### src/rtl/tmr_pkg.sv
package tmr_pkg;
  localparam int REG_W    = 32;
  localparam int SEL_W    = 5;
  localparam logic [SEL_W-1:0] SEL_CNT = 5'd9;
  localparam logic [SEL_W-1:0] SEL_CMP = 5'd11;
  localparam logic [SEL_W-1:0] SEL_CTL = 5'd13;
  localparam int HALT_BIT = 27;
  localparam int PEND_BIT = 15;
  localparam logic [REG_W-1:0] CTL_RST = 32'h0880_007C;
endpackage

### src/rtl/tmr_counter.sv
module tmr_counter #(
  parameter int CNT_W = 32
) (
  input  logic             clk,
  input  logic             rst_n,
  input  logic             load,
  input  logic [CNT_W-1:0] load_val,
  input  logic             run,
  output logic [CNT_W-1:0] cnt_q,
  output logic [CNT_W-1:0] cnt_nxt,
  output logic             cnt_chg
);
  always_comb begin
    cnt_chg = load | run;
    if (load)     cnt_nxt = load_val;
    else if (run) cnt_nxt = cnt_q + 1'b1;
    else          cnt_nxt = cnt_q;
  end

  always_ff @(posedge clk or negedge rst_n) begin
    if (!rst_n)       cnt_q <= '0;
    else if (cnt_chg) cnt_q <= cnt_nxt;
  end
endmodule

### src/rtl/tmr_match.sv
module tmr_match #(
  parameter int CNT_W = 32
) (
  input  logic             clk,
  input  logic             rst_n,
  input  logic             cnt_chg,
  input  logic [CNT_W-1:0] cnt_nxt,
  input  logic             cmp_wr,
  input  logic [CNT_W-1:0] cmp_val,
  output logic [CNT_W-1:0] cmp_q,
  output logic             irq_q
);
  logic irq_d;
  logic hit;

  always_comb begin
    hit = cnt_chg && (cnt_nxt == cmp_q);
    if (cmp_wr) irq_d = 1'b0;
    else        irq_d = irq_q | hit;
  end

  always_ff @(posedge clk or negedge rst_n) begin
    if (!rst_n)      cmp_q <= '0;
    else if (cmp_wr) cmp_q <= cmp_val;
  end

  always_ff @(posedge clk or negedge rst_n) begin
    if (!rst_n) irq_q <= 1'b0;
    else        irq_q <= irq_d;
  end
endmodule

### src/rtl/tmr_ctrl.sv
module tmr_ctrl
  import tmr_pkg::*;
(
  input  logic             clk,
  input  logic             rst_n,
  input  logic             ctl_wr,
  input  logic [REG_W-1:0] ctl_val,
  output logic [REG_W-1:0] ctl_q,
  output logic             halt
);
  logic [REG_W-1:0] ctl_d;

  always_comb begin
    ctl_d = ctl_val;
    ctl_d[PEND_BIT] = 1'b0;
    halt = ctl_q[HALT_BIT];
  end

  always_ff @(posedge clk or negedge rst_n) begin
    if (!rst_n)      ctl_q <= CTL_RST;
    else if (ctl_wr) ctl_q <= ctl_d;
  end
endmodule

### src/rtl/cyc_cmp_timer.sv
module cyc_cmp_timer
  import tmr_pkg::*;
#(
  parameter int CNT_W = 32
) (
  input  logic             clk,
  input  logic             rst_n,
  input  logic             wr_en,
  input  logic [SEL_W-1:0] wr_sel,
  input  logic [REG_W-1:0] wr_data,
  input  logic [SEL_W-1:0] rd_sel,
  output logic [REG_W-1:0] rd_data,
  output logic             timer_irq
);
  logic [1:0]       rst_pipe;
  logic             rst_s_n;
  logic             cnt_wr, cmp_wr, ctl_wr;
  logic [CNT_W-1:0] cnt_q, cnt_nxt, cmp_q;
  logic             cnt_chg;
  logic [REG_W-1:0] ctl_q;
  logic             halt;

  always_ff @(posedge clk or negedge rst_n) begin
    if (!rst_n) rst_pipe <= 2'b00;
    else        rst_pipe <= {rst_pipe[0], 1'b1};
  end
  assign rst_s_n = rst_pipe[1];

  always_comb begin
    cnt_wr = wr_en && (wr_sel == SEL_CNT);
    cmp_wr = wr_en && (wr_sel == SEL_CMP);
    ctl_wr = wr_en && (wr_sel == SEL_CTL);
  end

  tmr_counter #(.CNT_W(CNT_W)) u_cnt (
    .clk(clk), .rst_n(rst_s_n), .load(cnt_wr), .load_val(wr_data[CNT_W-1:0]),
    .run(!halt), .cnt_q(cnt_q), .cnt_nxt(cnt_nxt), .cnt_chg(cnt_chg)
  );

  tmr_match #(.CNT_W(CNT_W)) u_match (
    .clk(clk), .rst_n(rst_s_n), .cnt_chg(cnt_chg), .cnt_nxt(cnt_nxt),
    .cmp_wr(cmp_wr), .cmp_val(wr_data[CNT_W-1:0]), .cmp_q(cmp_q), .irq_q(timer_irq)
  );

  tmr_ctrl u_ctrl (
    .clk(clk), .rst_n(rst_s_n), .ctl_wr(ctl_wr), .ctl_val(wr_data),
    .ctl_q(ctl_q), .halt(halt)
  );

  always_comb begin
    rd_data = '0;
    unique case (rd_sel)
      SEL_CNT: rd_data[CNT_W-1:0] = cnt_q;
      SEL_CMP: rd_data[CNT_W-1:0] = cmp_q;
      SEL_CTL: begin
        rd_data = ctl_q;
        rd_data[PEND_BIT] = timer_irq;
      end
      default: rd_data = '0;
    endcase
  end
endmodule

### config.mk
export PLATFORM = sky130hd
export DESIGN_NAME = cyc_cmp_timer
export DESIGN_NICKNAME = d
export VERILOG_FILES = /design/src/rtl/tmr_pkg.sv /design/src/rtl/tmr_counter.sv /design/src/rtl/tmr_match.sv /design/src/rtl/tmr_ctrl.sv /design/src/rtl/cyc_cmp_timer.sv
export SDC_FILE = /design/constraint.sdc
export NUM_CORES = 1
export LEC_CHECK = 0
export BUFFER_PORTS_ARGS = -buffer_cell sky130_fd_sc_hd__buf_2
export CAP_MARGIN = 25
export CORE_UTILIZATION = 35
export CTS_BUF_LIST = sky130_fd_sc_hd__clkbuf_16
export DETAILED_ROUTE_END_ITERATION = 10
export GPL_TIMING_DRIVEN = 0
export SYNTH_ARGS = -nofsm -noshare
export SYNTH_HDL_FRONTEND = slang
export SYNTH_HIERARCHICAL = 1
export SYNTH_SLANG_ARGS = --single-unit
### constraint.sdc
create_clock -name clk -period 3.3 [get_ports clk]
set_input_delay 0.825 -clock clk [delete_from_list [all_inputs] [get_ports clk]]
set_output_delay 0.825 -clock clk [all_outputs]
set_load 0.05 [all_outputs]
==> impl_metrics.py <==
metrics = {
    "run_status": {
        "status": "finished clean",
    },
    "setup_path": {
        "crit_top_cell": "buf_2",
        "cp.required_ps": 2470,
        "critPathLaunchType": "input pin",
        "path_cells": "buf_2, nand3b_1, buf_1, a211oi_2, buf_2",
        "critPathMaxStageDelay_ps": 500,
        "endpoint_kind": "output pin",
        "worstPathMaxFanout": 10,
        "critPathArrivalTime_ps": 2340,
        "cp_slowest_cell": "buf_1",
        "path_class": "in2out",
    },
    "grt": {
        "antenna_found_initial": 0,
        "busiest_layer": "met2",
        "grt_pass1_wl_um": 29300,
        "met2_usage_pct": 34.6,
        "overflow": 0,
        "met1_usage_pct": 29.1,
        "met3_usage_pct": 3.82,
        "grt_max_degree": 55,
        "grt_usage_pct": 21.8,
        "first_global_vias": 5069,
    },
    "logic_synthesis": {
        "postSynthAreaPerCell_um2": 10.7,
        "ys_warn_count": 6,
        "syn_inst": 570,
        "synth_fp_nets": 616,
        "netlist_area_mm2": 0.00609,
    },
    "final_layout": {
        "fin_nets": 703,
        "final_common_cell": "buf_2",
        "antenna-diode-count": 0,
        "design_area_mm2": 0.00710,
        "final_cells": 882,
        "drive_gt1_share_pct": 38.8,
        "final_core_util_pct": 42.3,
        "area_delta_synth_final_pct": 16.5,
        "mostFrequentLayoutCells": "buf_2 (91), dfrtp_1 (90), mux2_2 (67)",
    },
    "die": {
        "die-area_mm2": 0.0179,
        "core_area_mm2": 0.0168,
        "die_w_um": 134,
        "initial_utilization_pct": 36.3,
        "rows": 47,
        "ios": 78,
        "die_y_um": 134,
    },
    "routing": {
        "wirelength_um": 18900,
        "ant_nets": 0,
        "first_pass_iters": 5,
        "drc": 0,
        "vias": 4905,
        "vias_per_cell": 5.56,
        "avgRoutedWirePerCell_um": 21.5,
        "drtIter0Drc": 379,
    },
    "timing": {
        "setup_viol": 0,
        "max-slew-margin-rel_pct": 31.8,
        "clock.fmax_ghz": 0.316,
        "fin_skew_ps": 8.77,
        "finalCritPeriodShare_pct": 95.9,
        "setup_tns_ps": 0,
        "report.final.hold_viol_count": 0,
        "rsz0062_at_grt": "false",
        "fin_crit_ps": 3170,
        "slew_viol_final": 0,
        "tightest_slew_ps": 1020,
    },
    "clocking": {
        "cts_buffers": 9,
        "cts_resized": 4,
        "clockBufferDepth": 2,
        "clock_latency_ps": 360,
        "cts_tree": "built",
        "h-tree-depth": 3,
        "cts.sinks": 98,
        "cts.clk_slew.worst_paths_ps": 70,
        "cts_setup_buffers": 0,
        "cts_root_buf": "clkbuf_16",
        "cts_hold_buffers": 0,
    },
    "placement": {
        "port_buffers": 75,
        "place_area_mm2": 0.00677,
        "gp_congestion": 0.896,
        "dp_cells": 866,
        "dp.final_hpwl_um": 13700,
    },
    "power": {
        "p_leak_uw": 0.00281,
        "peakVddDrop_mv": 0.215,
        "powerDensity_mw_per_mm2": 592,
    },
    "worst_hold_path": {
        "hold_class": "in2async",
    },
    "run": {
        "maxCapViolations": 0,
    },
}
==> cell type report <==
class	count	area (um2)
Fill cell	1648	9660
Multi-Input combinational cell	428	3370
Sequential cell	98	2460
Timing Repair Buffer	76	403
Tap cell	220	275
Buffer	41	259
Clock buffer	9	225
Clock inverter	7	85.1
Inverter	3	11.3
==> power by group <==
group          switching (uW)  internal, uW
logic                     697           578
clock network             484           657
registers                 291          1490
total                    1470          2730
==> metal layers <==
layer  wire length, um  vias to the layer above
met4               500                        0
met1              8760                     2479
met5                 0                        -
met2              8750                      156
met3               906                       31
li1                  -                     2239
==> final timing paths <==
check	start	end	slack (ps)	cells past startpoint
worst max-delay path	rd_sel[4]	rd_data[29]	130	5
worst min-delay path	rst_n	rst_pipe[1]	240	1
worst max register to register	u_ctrl/ctl_q[27]	u_match/irq_q	220	13
worst min register to register	rst_pipe[1]	u_ctrl/ctl_q[12]	360	0
max in group asynchronous	rst_pipe[1]	u_ctrl/ctl_q[23]	2180	1
min in group clk	rst_pipe[0]	rst_pipe[1]	360	0
==> metrics by stage <==
stage          total power, uW  setup slack (ps)  hold WS (ps)
2_1_floorplan             2670              36.3           331
3_3_place_gp              3000              -946           337
3_5_place_dp              3050              -711           346
4_1_cts                   4200              11.0           227
5_1_grt                   4400              25.5           233
6_report                  4200               134           238
==> critical path, delay by kind of cell <==
family	cells	cell delay [ps]
buf+inv	3	900
compound gates	1	330
simple gates	1	280
==> registers in the layout, summed over array words and instances, names as in the netlist <==
name	cells
u_cnt/cnt_q	32
u_match/cmp_q	32
u_ctrl/ctl_q	31
rst_pipe	2
u_match/irq_q	1
Note: power is estimated with default switching activity, not from simulation.
